File: src/rtl/shift_add_mult_pkg.sv
package shift_add_mult_pkg;
  function automatic int unsigned cnt_bits(input int unsigned n);
    return (n <= 2) ? 1 : $clog2(n);
  endfunction
endpackage

File: src/rtl/sam_ctrl.sv
module sam_ctrl #(
  parameter int unsigned WIDTH = 32
) (
  input  logic clk,
  input  logic rst,
  input  logic start_i,
  output logic load_o,
  output logic step_o,
  output logic busy_o,
  output logic done_o
);
  import shift_add_mult_pkg::*;
  localparam int unsigned CNT_W = cnt_bits(WIDTH);
  localparam logic [CNT_W-1:0] LAST = CNT_W'(WIDTH - 1);

  logic [CNT_W-1:0] iter_q;
  logic             busy_q;
  logic             done_q;

  assign load_o = start_i & ~busy_q;
  assign step_o = busy_q;
  assign busy_o = busy_q;
  assign done_o = done_q;

  always_ff @(posedge clk) begin
    if (rst) begin
      busy_q <= 1'b0;
      done_q <= 1'b0;
      iter_q <= '0;
    end else begin
      done_q <= 1'b0;
      if (load_o) begin
        busy_q <= 1'b1;
        iter_q <= '0;
      end else if (busy_q) begin
        iter_q <= iter_q + 1'b1;
        if (iter_q == LAST) begin
          busy_q <= 1'b0;
          done_q <= 1'b1;
        end
      end
    end
  end

  // Window counter measuring the length of each busy phase
  logic [CNT_W:0] run_len;
  always_ff @(posedge clk) begin
    if (rst || load_o) run_len <= '0;
    else if (busy_q)   run_len <= run_len + 1'b1;
  end

  AST_DONE_PULSE: assert property (@(posedge clk) disable iff (rst)
    done_o |=> !done_o);
  AST_DONE_AFTER_BUSY: assert property (@(posedge clk) disable iff (rst)
    done_o |-> ($past(busy_o) && !busy_o));
  AST_RUN_LENGTH: assert property (@(posedge clk) disable iff (rst)
    $fell(busy_o) |-> (run_len == (CNT_W+1)'(WIDTH)));
  AST_START_IGNORED: assert property (@(posedge clk) disable iff (rst)
    (busy_o && start_i && iter_q != LAST) |=> (busy_o && iter_q == $past(iter_q) + 1'b1));
endmodule

File: src/rtl/sam_adder.sv
module sam_adder #(
  parameter int unsigned WIDTH = 32
) (
  input  logic [WIDTH-1:0] acc_i,
  input  logic [WIDTH-1:0] addend_i,
  input  logic             en_i,
  output logic [WIDTH:0]   sum_o
);
  logic [WIDTH-1:0] gated;
  assign gated = en_i ? addend_i : '0;
  assign sum_o = {1'b0, acc_i} + {1'b0, gated};
endmodule

File: src/rtl/sam_datapath.sv
module sam_datapath #(
  parameter int unsigned WIDTH = 32
) (
  input  logic             clk,
  input  logic             rst,
  input  logic             load_i,
  input  logic             step_i,
  input  logic [WIDTH-1:0] mcand_i,
  input  logic [WIDTH-1:0] mplier_i,
  output logic [WIDTH-1:0] hi_o,
  output logic [WIDTH-1:0] lo_o
);
  localparam int unsigned PW = 2 * WIDTH;

  logic [WIDTH-1:0] mcand_q;
  logic [PW-1:0]    prod_q;
  logic [WIDTH:0]   sum;
  logic [PW:0]      widened;

  sam_adder #(.WIDTH(WIDTH)) u_add (
    .acc_i    (prod_q[PW-1:WIDTH]),
    .addend_i (mcand_q),
    .en_i     (prod_q[0]),
    .sum_o    (sum)
  );

  assign widened = {sum, prod_q[WIDTH-1:0]};

  always_ff @(posedge clk) begin
    if (rst) begin
      mcand_q <= '0;
      prod_q  <= '0;
    end else if (load_i) begin
      mcand_q <= mcand_i;
      prod_q  <= {{WIDTH{1'b0}}, mplier_i};
    end else if (step_i) begin
      prod_q  <= widened[PW:1];
    end
  end

  assign hi_o = prod_q[PW-1:WIDTH];
  assign lo_o = prod_q[WIDTH-1:0];

  AST_LOAD: assert property (@(posedge clk) disable iff (rst)
    load_i |=> (hi_o == '0 && lo_o == $past(mplier_i)));
  AST_SHIFT_NO_ADD: assert property (@(posedge clk) disable iff (rst)
    (step_i && !load_i && !lo_o[0]) |=>
      (lo_o[WIDTH-1] == $past(hi_o[0]) && hi_o == ($past(hi_o) >> 1)));
  AST_HOLD: assert property (@(posedge clk) disable iff (rst)
    (!step_i && !load_i) |=> ($stable(hi_o) && $stable(lo_o)));
endmodule

File: src/rtl/shift_add_mult.sv
module shift_add_mult #(
  parameter int unsigned WIDTH = 32
) (
  input  logic             clk,
  input  logic             rst,
  input  logic             start_i,
  input  logic [WIDTH-1:0] mcand_i,
  input  logic [WIDTH-1:0] mplier_i,
  output logic             busy_o,
  output logic             done_o,
  output logic [WIDTH-1:0] prod_hi_o,
  output logic [WIDTH-1:0] prod_lo_o
);
  logic load;
  logic step;

  sam_ctrl #(.WIDTH(WIDTH)) u_ctrl (
    .clk     (clk),
    .rst     (rst),
    .start_i (start_i),
    .load_o  (load),
    .step_o  (step),
    .busy_o  (busy_o),
    .done_o  (done_o)
  );

  sam_datapath #(.WIDTH(WIDTH)) u_dp (
    .clk      (clk),
    .rst      (rst),
    .load_i   (load),
    .step_i   (step),
    .mcand_i  (mcand_i),
    .mplier_i (mplier_i),
    .hi_o     (prod_hi_o),
    .lo_o     (prod_lo_o)
  );

  AST_BUSY_AFTER_START: assert property (@(posedge clk) disable iff (rst)
    (start_i && !busy_o) |=> busy_o);
endmodule

File: config.mk
export PLATFORM = sky130hd
export DESIGN_NAME = shift_add_mult
export DESIGN_NICKNAME = d
export VERILOG_FILES = /design/src/rtl/shift_add_mult_pkg.sv /design/src/rtl/sam_ctrl.sv /design/src/rtl/sam_adder.sv /design/src/rtl/sam_datapath.sv /design/src/rtl/shift_add_mult.sv
export SDC_FILE = /design/constraint.sdc
export NUM_CORES = 1
export LEC_CHECK = 0
export BUFFER_PORTS_ARGS = -buffer_cell sky130_fd_sc_hd__buf_4
export CAP_MARGIN = 0
export CELL_PAD_IN_SITES_DETAIL_PLACEMENT = 0
export CELL_PAD_IN_SITES_GLOBAL_PLACEMENT = 1
export CORE_MARGIN = 5
export CORE_UTILIZATION = 37
export CTS_BUF_LIST = sky130_fd_sc_hd__clkbuf_4 sky130_fd_sc_hd__clkbuf_8
export CTS_CLUSTER_SIZE = 40
export DETAILED_ROUTE_END_ITERATION = 8
export PLACE_DENSITY = 0.83
export REMOVE_ABC_BUFFERS = 1
export SLEW_MARGIN = 20
export SYNTH_ARGS = -nofsm -noshare
export SYNTH_HDL_FRONTEND = slang
export SYNTH_SLANG_ARGS = --single-unit
File: constraint.sdc
create_clock -name clk -period 2.49 [get_ports clk]
set_input_delay 0.498 -clock clk [delete_from_list [all_inputs] [get_ports clk]]
set_output_delay 0.498 -clock clk [all_outputs]
set_load 0.02 [all_outputs]
==> reports/metrics.csv <==
metric,value,unit
fin_ws,-0.0279,ns
cpPeakStageDelay,0.39,ns
core,0.0157,sq mm
endpoint_kind,flop,
die_h,136,microns
grt.overflow.total,0,
drtPass1Iterations,5,
die_area,0.0184,sq mm
synth_ff_type,dfxtp_1,
finalWeightedCongestion,0.891,
drc,0,
cp.arrival,2.81,ns
holdWs,0.331,ns
die_width,136,microns
place_hpwl,12.3,mm
slew_headroom,49.0,%
netlist_area,0.00584,sq mm
violations,negative setup slack,
crit_path_start_kind,flop,
io_buffers,132,
path_buf_inv,1,
dpl_worst_slack,-0.202,ns
area_growth,39.5,%
cts_tree,yes,
yosysSeqAreaShare,35.3,%
async_flop_share,0,%
synthCells,737,
clk_pin_slew,0.12,ns
setup_violations,3,
netlist_top_cells_count,"dfxtp_1, nand2_1, nor2_1",
multi_input_area,0.00390,sq mm
path_class,flop to flop,
crit_fanout,7,
ir_drop,0.000318,V
grt_max_degree,62,
min_period_over_period,101,%
critPathTopFamily,compound AO/OA/AOI/OAI gates,
clockBufferDepth,2,
fin_skew,0.0252,ns
cts.sinks,103,
grt_pass1_vias,5381,
fmaxAchievable,397,MHz
placementRows,46,
synthAdderAreaFrac,7.62,%
hold_path.class,primary input to flop,
hold_violations,0,
ys_top_cells_by_area,"dfxtp_1, mux2i_1, a21oi_1",
nFillCells,1509,
antenna_found_initial,0,
worst_ep_required_time,2.78,ns
cp_slowest_cell,dfxtp_4,
yosysTopAreaCell,dfxtp_1,
muxShareOfSynthArea,8.39,%
cts_hold_buf,0,
powerDensity,416,mW/mm^2
critPathMostFrequentCell,a21o_1,
wl,16.9,mm
period_needed,2.52,ns
synth_edf_count,0,
clk-insertion-delay-late,0.40,ns
grt_usage,17.9,%
vias,5577,
viasPerCell,4.89,
grt_pass1_wl,26.7,mm
maxSlewViolCount,0,
synth_compound_area_share,19.8,%
synth-seq-cells,103,
root_buffer,clkbuf_8,
initial_core_util,37.2,%
rsz0062_at_grt,true,
io_pins,133,
tightest_slew,0.764,ns
synth_most_common_cell,dfxtp_1,
layout.area.seq,0.00207,sq mm
drive_gt1_share,31.5,%
synth.distinct_cells,48,
status,finished with violations,
synth_top_family_by_area,simple AND/OR/NAND/NOR gates,
tritoncts.num_buffers,9,
first_iter_violations,310,
wl_per_cell,14.8,microns
ys_warn_count,0,
nets,1021,
ctsHtreeMaxLevel,3,
syn_area_per_cell,7.93,sq um
synth_top_cell_area_share,35.3,%
path_cells,buf_8 -> and2_4 -> ha_4 -> a21o_1 -> and2_1 -> a21o_1 -> a2111o_1 -> a31oi_4 -> a31oi_1 -> xnor2_1 -> o21ai_1,
synth_simple_gate_area_share,20.8,%
maxCapViolations,0,
synth_xor_area_share,4.20,%
p_leak,0.00374,uW
n_antenna_cell,0,
ant_nets,0,
stage by stage:
| step | cells | total power, uW | utilization (%) | TNS [ns] | instance area [sq um] |
|---|---|---|---|---|---|
| floorplan | 690 | 2110 | - | -96.80 | 5660 |
| global placement | 1120 | 2390 | 48.0 | -0.873 | 7550 |
| detailed placement | 1120 | 2390 | 48.0 | -1.67 | 7550 |
| CTS | 1137 | 3420 | 50.0 | 0 | 7850 |
| global route | 1140 | 3560 | 51.9 | -1.05 | 8150 |
| finish | 1140 | 3390 | 51.9 | -0.0322 | 8150 |
state kept, by name, summed over array words and instances (netlist names):
name and count:
u_ctrl.busy_o 1, u_ctrl.iter_q 5, u_dp.mcand_q 32, u_ctrl.done_o 1, u_dp.prod_q 64
cells by family (layout without fill, tap and decap cells):
| logic type | Yosys count | after routing |
|---|---|---|
| fa+ha+maj | 35 | 35 |
| mux | 49 | 49 |
| flops | 103 | 103 |
| buf+inv | 59 | 246 |
| simple gates | 272 | 272 |
| xor+xnor | 28 | 28 |
| compound gates | 191 | 191 |
worst min-delay path: stages:
cell and delay, ns:
buf_4 0.11, nand2_1 0.04, a21oi_1 0.05
power by group:
group	switching, uW	total (uW)	internal (uW)
logic	321	595	274
clock network	640	1010	374
registers	57.8	1780	1720
repair_timing:
item	CTS	global route
setup buffers	1	3
pin swaps	12	34
resized for setup	23	53
gates cloned	0	1
setup endpoints to repair	18	19
worst paths after layout:
kind / slack (ns) / start / cells after the start / endpoint
max: -0.03 / u_dp.prod_q[0] / 11 / u_dp.prod_q[62]
min: 0.33 / mcand_i[23] / 3 / u_dp.mcand_q[23]
max reg2reg: -0.03 / u_dp.prod_q[0] / 11 / u_dp.prod_q[62]
min reg2reg: 0.46 / u_dp.mcand_q[25] / 2 / u_dp.mcand_q[25]
layout make-up:
type,instances,area share [%]
clock buffer,9,1.52
clock inverter,7,0.660
timing repair buffer,218,20.7
inverter,12,0.553
tap,216,3.32
multi-input combinational,575,47.9
sequential,103,25.4
cell usage in the layout (no fill, tap or decap), drive strengths merged, types with 9 or more instances in the layout:
master  count
a21o       20
a21oi      95
a31oi       9
and2       36
buf       217
clkbuf     10
dfxtp     103
ha         34
inv        15
mux2i      49
nand2     101
nor2       98
o21ai      34
xnor2      18
xor2       10
per-layer routing:
| layer | global-route usage, % | share of wire (%) | vias up |
|---|---|---|---|
| met3 | 5.31 | 6.6 | 9 |
| met2 | 28.9 | 47 | 120 |
| met1 | 23.7 | 45 | 2540 |
| met5 | 0 | 0 | - |
| met4 | 4.09 | 1.0 | 0 |
| li1 | - | - | 2908 |
No activity file was read; power rests on OpenSTA's default activity.
